<file path="src/rtl/hwloop_pkg.sv">
package hwloop_pkg;
  localparam int NLOOP = 2;
  localparam int IDX_W = $clog2(NLOOP);

  typedef enum logic [1:0] {
    SEL_TOP  = 2'd0,
    SEL_BOT  = 2'd1,
    SEL_CNT  = 2'd2,
    SEL_NONE = 2'd3
  } regSel_e;

  // strobes from control to datapath
  typedef struct packed {
    logic [NLOOP-1:0] dec;      // decrement this loop's count
    logic             redirect; // next PC comes from a loop start
    logic [IDX_W-1:0] sel;      // which loop start
  } loopStrb_t;
endpackage

</file>
<file path="src/rtl/hwloop_ctl.sv">
module hwloop_ctl
  import hwloop_pkg::*;
#(
  parameter int W = 32
) (
  input  logic         fetchValid,
  input  logic [W-1:0] pc,
  input  logic [W-1:0] botQ [NLOOP],
  input  logic [W-1:0] cntQ [NLOOP],
  output loopStrb_t    strb
);
  logic [NLOOP-1:0] cand;

  for (genvar i = 0; i < NLOOP; i++) begin : g_cmp
    assign cand[i] = fetchValid && (pc == botQ[i]) && (cntQ[i] != '0);
  end

  // higher index is the inner loop and wins a shared end address
  always_comb begin
    strb = '0;
    for (int i = 0; i < NLOOP; i++) begin
      if (cand[i]) begin
        strb.redirect = 1'b1;
        strb.sel      = IDX_W'(i);
      end
    end
    if (strb.redirect) strb.dec[strb.sel] = 1'b1;
  end
endmodule

</file>
<file path="src/rtl/hwloop_dp.sv">
module hwloop_dp
  import hwloop_pkg::*;
#(
  parameter int W     = 32,
  parameter int OFS_W = 10,
  parameter int LEN_W = 3
) (
  input  logic             clk,
  input  logic             rstN,
  input  logic [W-1:0]     pc,
  input  logic [LEN_W-1:0] instLen,
  input  logic             setupValid,
  input  logic [IDX_W-1:0] setupIdx,
  input  logic [OFS_W-1:0] setupTopOfs,
  input  logic [OFS_W-1:0] setupBotOfs,
  input  logic             setupLoadCnt,
  input  logic [W-1:0]     setupCnt,
  input  logic             regWrEn,
  input  logic [IDX_W-1:0] regWrIdx,
  input  logic [1:0]       regWrSel,
  input  logic [W-1:0]     regWrData,
  input  loopStrb_t        strb,
  output logic [W-1:0]     topQ [NLOOP],
  output logic [W-1:0]     botQ [NLOOP],
  output logic [W-1:0]     cntQ [NLOOP],
  output logic [W-1:0]     nextPc
);
  localparam int EXT_W = W - OFS_W - 1;

  logic [W-1:0] setupTop, setupBot;

  // signed halfword offsets: sign-extend and scale by two
  assign setupTop = pc + {{EXT_W{setupTopOfs[OFS_W-1]}}, setupTopOfs, 1'b0};
  assign setupBot = pc + {{EXT_W{setupBotOfs[OFS_W-1]}}, setupBotOfs, 1'b0};

  for (genvar i = 0; i < NLOOP; i++) begin : g_loop
    logic setupHit, wrHit;
    assign setupHit = setupValid && (setupIdx == IDX_W'(i));
    assign wrHit    = regWrEn && (regWrIdx == IDX_W'(i));

    // later assignments take priority: write > setup > decrement
    always_ff @(posedge clk or negedge rstN) begin
      if (!rstN) begin
        topQ[i] <= '0;
        botQ[i] <= '0;
        cntQ[i] <= '0;
      end else begin
        if (strb.dec[i]) cntQ[i] <= cntQ[i] - 1'b1;
        if (setupHit) begin
          topQ[i] <= setupTop;
          botQ[i] <= setupBot;
          if (setupLoadCnt) cntQ[i] <= setupCnt;
        end
        if (wrHit) begin
          unique case (regSel_e'(regWrSel))
            SEL_TOP:  topQ[i] <= regWrData;
            SEL_BOT:  botQ[i] <= regWrData;
            SEL_CNT:  cntQ[i] <= regWrData;
            SEL_NONE: ;
          endcase
        end
      end
    end
  end

  assign nextPc = strb.redirect ? topQ[strb.sel] : pc + W'(instLen);
endmodule

</file>
<file path="src/rtl/hwloop_seq.sv">
module hwloop_seq
  import hwloop_pkg::*;
#(
  parameter int W     = 32,
  parameter int OFS_W = 10,
  parameter int LEN_W = 3
) (
  input  logic             clk,
  input  logic             rstN,
  input  logic [W-1:0]     pc,
  input  logic [LEN_W-1:0] instLen,
  input  logic             fetchValid,
  input  logic             setupValid,
  input  logic             setupIdx,
  input  logic [OFS_W-1:0] setupTopOfs,
  input  logic [OFS_W-1:0] setupBotOfs,
  input  logic             setupLoadCnt,
  input  logic [W-1:0]     setupCnt,
  input  logic             regWrEn,
  input  logic             regWrIdx,
  input  logic [1:0]       regWrSel,
  input  logic [W-1:0]     regWrData,
  output logic [W-1:0]     nextPc,
  output logic [W-1:0]     loop0Top,
  output logic [W-1:0]     loop0Bot,
  output logic [W-1:0]     loop0Cnt,
  output logic [W-1:0]     loop1Top,
  output logic [W-1:0]     loop1Bot,
  output logic [W-1:0]     loop1Cnt
);
  logic [W-1:0] topQ [NLOOP];
  logic [W-1:0] botQ [NLOOP];
  logic [W-1:0] cntQ [NLOOP];
  loopStrb_t    strb;

  hwloop_ctl #(.W(W)) i_ctl (
    .fetchValid(fetchValid), .pc(pc), .botQ(botQ), .cntQ(cntQ), .strb(strb)
  );

  hwloop_dp #(.W(W), .OFS_W(OFS_W), .LEN_W(LEN_W)) i_dp (
    .clk(clk), .rstN(rstN), .pc(pc), .instLen(instLen),
    .setupValid(setupValid), .setupIdx(setupIdx),
    .setupTopOfs(setupTopOfs), .setupBotOfs(setupBotOfs),
    .setupLoadCnt(setupLoadCnt), .setupCnt(setupCnt),
    .regWrEn(regWrEn), .regWrIdx(regWrIdx), .regWrSel(regWrSel),
    .regWrData(regWrData), .strb(strb),
    .topQ(topQ), .botQ(botQ), .cntQ(cntQ), .nextPc(nextPc)
  );

  assign loop0Top = topQ[0];
  assign loop0Bot = botQ[0];
  assign loop0Cnt = cntQ[0];
  assign loop1Top = topQ[1];
  assign loop1Bot = botQ[1];
  assign loop1Cnt = cntQ[1];
endmodule

</file>
<file path="config.mk">
export PLATFORM = sky130hd
export DESIGN_NAME = hwloop_seq
export DESIGN_NICKNAME = d
export VERILOG_FILES = /design/src/rtl/hwloop_pkg.sv /design/src/rtl/hwloop_ctl.sv /design/src/rtl/hwloop_dp.sv /design/src/rtl/hwloop_seq.sv
export SDC_FILE = /design/constraint.sdc
export NUM_CORES = 1
export LEC_CHECK = 0
export BUFFER_PORTS_ARGS = -buffer_cell sky130_fd_sc_hd__buf_2
export CELL_PAD_IN_SITES_DETAIL_PLACEMENT = 1
export CELL_PAD_IN_SITES_GLOBAL_PLACEMENT = 2
export CORE_ASPECT_RATIO = 0.9
export CORE_MARGIN = 2
export CORE_UTILIZATION = 34
export DETAILED_ROUTE_END_ITERATION = 8
export GPL_TIMING_DRIVEN = 0
export PLACE_DENSITY = 0.9
export SLEW_MARGIN = 15
export SYNTH_ARGS = -nofsm -noshare
export SYNTH_HDL_FRONTEND = slang
export SYNTH_SLANG_ARGS = --single-unit
</file>
<file path="constraint.sdc">
create_clock -name clk -period 5.56 [get_ports clk]
set_input_delay 0.556 -clock clk [delete_from_list [all_inputs] [get_ports clk]]
set_output_delay 0.556 -clock clk [all_outputs]
set_load 0.005 [all_outputs]
</file>
==> results of run 1 <==
-- per-stage QoR --
step | hold WS [ps] | setup slack (ps) | power [mW] | TNS [ps] | area, um2
2_1_floorplan | 260 | 1780 | 2.95 | 0 | 15400
3_3_place_gp | 545 | -261 | 3.96 | -2250 | 17900
3_5_place_dp | 521 | -224 | 4.02 | -2040 | 17900
4_1_cts | 20.9 | 155 | 5.39 | 0 | 18600
5_1_grt | 16.2 | 65.4 | 5.66 | 0 | 18600
6_report | -0.0777 | 0.209 | 5.44 | 0 | 18600
-- timing repair --
item	in CTS	in global routing
setup endpoints to repair	22	2
resized for setup	2	2
hold buffers	0	0
setup buffers	0	0
gates cloned	0	0
-- routing by layer --
metal	wire length (um)	share of wire	GRT usage	up-vias
met2	36600	0.43	0.540	939
met4	2940	0.035	0.117	4
met1	37400	0.44	0.496	9113
li1	-	-	-	7833
met5	15	0.00018	0	-
met3	7710	0.091	0.0758	156
-- how the worst max path moves through the flow --
stage | start | end | slack, ps | cells past startpoint
6_report | pc[27] | nextPc[13] | 0.2 | 12
5_1_grt | i_dp.cntQ[36] | nextPc[17] | 70 | 12
4_1_cts | i_dp.cntQ[36] | nextPc[15] | 160 | 12
3_5_place_dp | pc[27] | nextPc[13] | -220 | 13
3_3_place_gp | pc[27] | nextPc[13] | -260 | 13
2_1_floorplan | pc[3] | nextPc[2] | 1780 | 10
-- state kept, by name, summed over array words and instances, names as in the netlist --
register   cells
i_dp.botQ     64
i_dp.cntQ     64
i_dp.topQ     64
-- worst register-to-register path, stage by stage, from the launching register on --
cell and delay [ps]:
dfrtp_1 430, nor4_1 670, nand3b_1 240, or3_1 450, nor4_2 460, a31oi_2 290, buf_2 400, buf_2 330
nor4_1 320, xor2_1 220, mux2i_1 90, o21ai_0 160
-- cell usage in the layout (no fill, tap or decap), types with 24 or more instances in the layout --
cell / count
a31oi_1: 56
mux2i_1: 30
ha_1: 67
nor4_1: 31
nor2_1: 189
dfrtp_1: 192
nor3_1: 35
or3_1: 24
xnor2_1: 98
buf_2: 352
clkbuf_1: 90
a21o_1: 41
nand2_1: 323
a21oi_1: 163
inv_1: 27
nand4_1: 35
and3_1: 28
o21ai_0: 164
nand3_1: 34
xor2_1: 90
-- logic make-up after synthesis --
logic type,after synthesis,share of synthesized area
AOI/OAI and AO/OA,565,0.220
xor gates and xnor gates,188,0.107
adders and majority gates,70,0.0585
buffers and inverters,135,0.0342
DFF,192,0.313
muxes,38,0.0254
and+or+nand+nor,793,0.242
-- power by group through the flow --
stage / logic (mW) / registers [mW] / clock network, mW
floorplan: 0.972 / 1.98 / 0
global placement: 1.85 / 2.10 / 0
detailed placement: 1.90 / 2.11 / 0
CTS: 1.92 / 2.09 / 1.38
global route: 2.10 / 2.13 / 1.43
finish: 1.95 / 2.11 / 1.39
-- final cells by class --
| type | count | area, um2 |
|---|---|---|
| Buffer | 106 | 424 |
| Clock buffer | 20 | 457 |
| Clock inverter | 12 | 159 |
| Antenna cell | 3 | 7.51 |
| Timing Repair Buffer | 354 | 1830 |
| Tap cell | 600 | 751 |
| Multi-Input combinational cell | 1654 | 10000 |
| Fill cell | 5639 | 25800 |
| Inverter | 27 | 101 |
| Sequential cell | 192 | 4800 |
==> impl_metrics.py, run 1 <==
metrics = {
    "place": {
        "place_congestion": 0.978,
        "hpwl_mm": 68.0,
        "dp.cells": 2935,
        "io_buffers": 351,
    },
    "timing": {
        "fmax_mhz": 180,
        "rsz0062_at_grt": "no",
        "min_period_over_period": 1.00,
        "worstMarginPinSlew_ps": 1060,
        "finalClockSkew_ps": 12.2,
        "slew_violations": 0,
        "fin_crit_ps": 5560,
        "hold_viol": 1,
        "slew_headroom": 0.292,
        "setup_viol": 0,
        "fin_hold_ws_ps": -0.0777,
    },
    "clocking": {
        "cts_buffer_depth": 2,
        "clk_pin_slew_ps": 70,
        "root_buffer": "clkbuf_16",
        "tritoncts": "built",
        "htreeDepth": 4,
        "clock-sinks": 192,
        "numCtsBuffers": 17,
        "clock_latency_ps": 480,
    },
    "global_route": {
        "grt_pass1_wl_mm": 122,
        "overflow": 0,
        "groute.usage.overall": 0.354,
        "grt_pass1_vias": 17900,
        "antenna_found_initial": 5,
        "grt_max_degree": 88,
    },
    "worst_setup_path": {
        "ff2ff_path_depth": 11,
        "cp.required_ps": 5000,
        "critical_path_class": "primary input to output port",
        "cp-end-kind": "output port",
        "crit_slowest_cell": "clkbuf_1",
        "r2r-end": "i_dp.cntQ[59]",
        "cp-start-kind": "primary input",
        "critPathBufInv": 5,
        "cp.arrival_ps": 5000,
        "max_stage_delay_ps": 850,
        "r2r-start": "i_dp.cntQ[18]",
        "path_cells": "buf_2 > clkbuf_1 > xor2_1 > nor4_1 > nand4_1 > or4_1 > a31oi_2 > buf_2 > clkbuf_1 > nand2_1 > o21ai_0 > buf_2",
        "rrSetupSlack_ps": 1420,
        "cpLargestDelayFamily": "buffers and inverters",
        "cp_common_cell": "buf_2",
        "critPathMaxFanout": 19,
    },
    "synth": {
        "synth_area_per_cell_um2": 7.75,
        "async_flop_share": 1.00,
        "synth_top_cell_by_area": "dfrtp_1",
        "ys_seq_area_frac": 0.313,
        "syn_inst": 1981,
        "ys_ff_latch": 192,
        "synth_top_area_frac": 0.313,
        "synthTopCellsByArea": "dfrtp_1, nand2_1, xnor2_1",
        "synth.most_common_cell": "nand2_1",
        "synthTopCellsByCount": "nand2_1, dfrtp_1, nor2_1, o21ai_0, a21oi_1",
        "yosys_warnings": 0,
        "syn_area_um2": 15400,
        "yosys_most_used_dff": "dfrtp_1",
        "synth_nets": 2180,
        "synth_cell_type_count": 70,
        "synth_edf_count": 0,
    },
    "final_layout": {
        "syn2layout_area_growth_pct": 21.0,
        "layout.nets": 2551,
        "drive_above_1_share": 0.180,
        "fin_cells": 2968,
        "utilization": 0.418,
    },
    "power_and_ir_drop": {
        "vdd_drop_max_uv": 220,
        "pwr-share-comb": 0.358,
        "p_per_area_nw_per_um2": 293,
        "switchingPower_mw": 2.26,
        "clkPwrFrac": 0.255,
        "sw_frac_of_total": 0.415,
        "power_frac_seq": 0.388,
        "p_leak_nw": 8.15,
        "p_int_mw": 3.18,
    },
    "run_status": {
        "violations": "negative hold slack",
        "status": "finished with violations",
    },
    "floorplanning": {
        "fp-row-count": 73,
        "io_pins": 353,
        "die_x_um": 228,
        "start_util": 0.346,
        "die_area_um2": 46900,
        "fp.dieH_um": 206,
        "core-area_um2": 44400,
    },
    "detailed_routing": {
        "finalWirelength_mm": 84.7,
        "drt_iter0_markers": 2011,
        "avgViaCountPerCell": 6.08,
        "drc": 0,
        "dr.pass1.iters": 5,
        "drtAntennaViolNets": 0,
        "vias": 18000,
        "routedWlPerCell_um": 28.5,
    },
    "hold_path": {
        "worstHoldPathType": "primary input to asynchronous set/reset pin",
    },
    "flow_run": {
        "drv_cap": 0,
    },
}
Power figures use the tool's default switching activity.
==> run 2, diff against run 1 <==
--- a/config.mk
+++ b/config.mk
@@ -10,10 +10,11 @@
 export CELL_PAD_IN_SITES_GLOBAL_PLACEMENT = 2
 export CORE_ASPECT_RATIO = 0.9
 export CORE_MARGIN = 2
-export CORE_UTILIZATION = 34
+export CORE_UTILIZATION = 32
+export CTS_BUF_LIST = sky130_fd_sc_hd__clkbuf_4 sky130_fd_sc_hd__clkbuf_8 sky130_fd_sc_hd__clkbuf_16
 export DETAILED_ROUTE_END_ITERATION = 8
 export GPL_TIMING_DRIVEN = 0
-export PLACE_DENSITY = 0.9
+export PLACE_DENSITY = 0.86
 export SLEW_MARGIN = 15
 export SYNTH_ARGS = -nofsm -noshare
 export SYNTH_HDL_FRONTEND = slang
==> constraint.sdc (replaced) <==
create_clock -name clk -period 5.25 [get_ports clk]
set_input_delay 0.525 -clock clk [delete_from_list [all_inputs] [get_ports clk]]
set_output_delay 0.525 -clock clk [all_outputs]
set_load 0.005 [all_outputs]
==> run 2 against run 1 <==
Effect of this change: the flow now finishes without violations; design area is 0.22% higher; critical path type is now flop to output port; combinational power grew 5%; highest routed layer unchanged; sequential share of layout area decreased by 0.057 points; largest cell class unchanged; global-route usage decreased by 2.1 points; critical path depth fell by 3; die area increased by 6.1%; critical endpoint unchanged; core utilization fell by 2.8 points; worst hold slack improved by 310 ps; first-iteration DRC count decreased by 8.5%.
==> impl_metrics.py, run 2 (synthesized netlist as in run 1, its figures left out) <==
metrics = {
    "clocking": {
        "clk_pin_slew_ps": 80,
        "tritoncts": "built",
        "root_buffer": "clkbuf_16",
        "clock-sinks": 192,
        "cts_setup_buffers": 0,
        "numCtsBuffers": 17,
        "cts_buffer_depth": 2,
        "htreeDepth": 4,
        "clock_latency_ps": 490,
    },
    "floorplanning": {
        "die_x_um": 235,
        "fp-row-count": 76,
        "start_util": 0.322,
        "core-area_um2": 47600,
        "io_pins": 353,
        "fp.dieH_um": 212,
        "die_area_um2": 49700,
    },
    "global_route": {
        "groute.usage.overall": 0.332,
        "overflow": 0,
        "grt_max_degree": 76,
        "grt_pass1_wl_mm": 122,
        "antenna_found_initial": 8,
        "grt_pass1_vias": 17600,
    },
    "timing": {
        "slew_headroom": 0.338,
        "slew_violations": 0,
        "rsz0062_at_grt": "no",
        "finalClockSkew_ps": 21.0,
        "worstMarginPinSlew_ps": 993,
        "min_period_over_period": 0.980,
        "setup_viol": 0,
        "fin_crit_ps": 5140,
        "fin_ws_ps": 106,
        "fmax_mhz": 194,
        "fin_hold_ws_ps": 306,
        "hold_viol": 0,
    },
    "detailed_routing": {
        "drc": 0,
        "avgViaCountPerCell": 6.01,
        "vias": 18000,
        "routedWlPerCell_um": 28.3,
        "finalWirelength_mm": 84.8,
        "drtAntennaViolNets": 0,
        "dr.pass1.iters": 6,
        "drt_iter0_markers": 1841,
    },
    "place": {
        "hpwl_mm": 67.9,
        "io_buffers": 351,
        "dp_slack_ps": -529,
        "dpl-instance-area_um2": 18000,
        "place_congestion": 0.964,
    },
    "worst_setup_path": {
        "cp.arrival_ps": 4620,
        "critPathMaxFanout": 10,
        "cp.required_ps": 4720,
        "cp-start-kind": "flop",
        "critical_path_class": "flop to output port",
        "cp-end-kind": "output port",
    },
    "hold_path": {
        "worstHoldPathType": "primary input to flop",
    },
    "final_layout": {
        "utilization": 0.391,
        "fin_area_um2": 18600,
        "final_cell_mix": "buf_2, nand2_1, dfrtp_1",
        "final_common_cell": "buf_2",
        "layout.nets": 2553,
        "num-fill-cells": 5967,
        "drive_above_1_share": 0.182,
        "top_regs": "i_dp.botQ (64), i_dp.cntQ (64), i_dp.topQ (64)",
        "syn2layout_area_growth_pct": 21.2,
    },
    "power_and_ir_drop": {
        "p_per_area_nw_per_um2": 309,
        "vdd_drop_max_uv": 276,
        "total_power_mw": 5.74,
        "p_leak_nw": 8.17,
    },
    "run_status": {
        "status": "completed",
    },
    "flow_run": {
        "drv_cap": 0,
    },
}
[run 2: cell count changes in the layout (fill, tap and decap cells not counted), sizes merged]
cell / before / now
clkinv: 6 / 2
clkdlybuf4s15: 1 / 0
bufinv: 3 / 2
inv: 28 / 36
clkinvlp: 2 / 1
dlygate4sd3: 0 / 1
diode: 3 / 6
[run 2: repair_timing]
| action | 4_1_cts | 5_1_grt |
|---|---|---|
| gates resized for setup | 6 | 9 |
| hold endpoints to repair | 47 | 0 |
| endpoints found under the setup margin | 25 | 14 |
| hold buffers | 1 | 0 |
[run 2: power breakdown]
group / switching [mW] / total, mW / internal [mW] / leakage [nW]
logic: 1.24 / 2.05 / 0.812 / 5.57
registers: 0.461 / 2.24 / 1.78 / 2.31
clock network: 0.717 / 1.45 / 0.733 / 0.297
[run 2: path summary, 6_finish.rpt]
check,slack (ps),cells past startpoint,to,startpoint
min in group asynchronous,540,2,i_dp.topQ[10],rstN
worst max register to register,1030,11,i_dp.cntQ[61],i_dp.cntQ[18]
worst min register to register,570,2,i_dp.topQ[5],i_dp.topQ[5]
worst min-delay path,310,3,i_dp.cntQ[48],setupCnt[16]
worst max-delay path,110,9,nextPc[13],i_dp.cntQ[36]
max in group asynchronous,3520,4,i_dp.cntQ[59],rstN
[run 2: routing by layer]
metal	global-route usage	up-vias	share of wire
met3	0.0665	146	0.086
met4	0.123	2	0.038
met1	0.468	9078	0.45
met5	0	-	0.00014
li1	-	7845	-
met2	0.501	939	0.43
[run 2: critical path: stages, from the launching register on]
cell      delay, ps
dfrtp_1         480
or4_1           650
or3_1           590
nor2b_1         220
nand2_1         110
o21ai_0         400
clkbuf_1        740
o21ai_0         170
o21ai_0         540
buf_2           230
[run 2: through the flow]
stage | std cells | setup TNS [ps]
2_1_floorplan | 1981 | 0
3_3_place_gp | 2956 | -7940
3_5_place_dp | 2959 | -6660
4_1_cts | 2991 | 0
5_1_grt | 2997 | 0
6_report | 2997 | 0
[run 2: layout make-up]
class	count	area, um2	area share
inverter	27	101	0.00544
timing repair buffer	355	1840	0.0988
buffer	107	429	0.0231
antenna	6	15.0	0.000807
sequential	192	4800	0.258
clock buffer	18	439	0.0236
clock inverter	14	165	0.00887
multi-input combinational	1654	10000	0.539
tap	624	781	0.0419
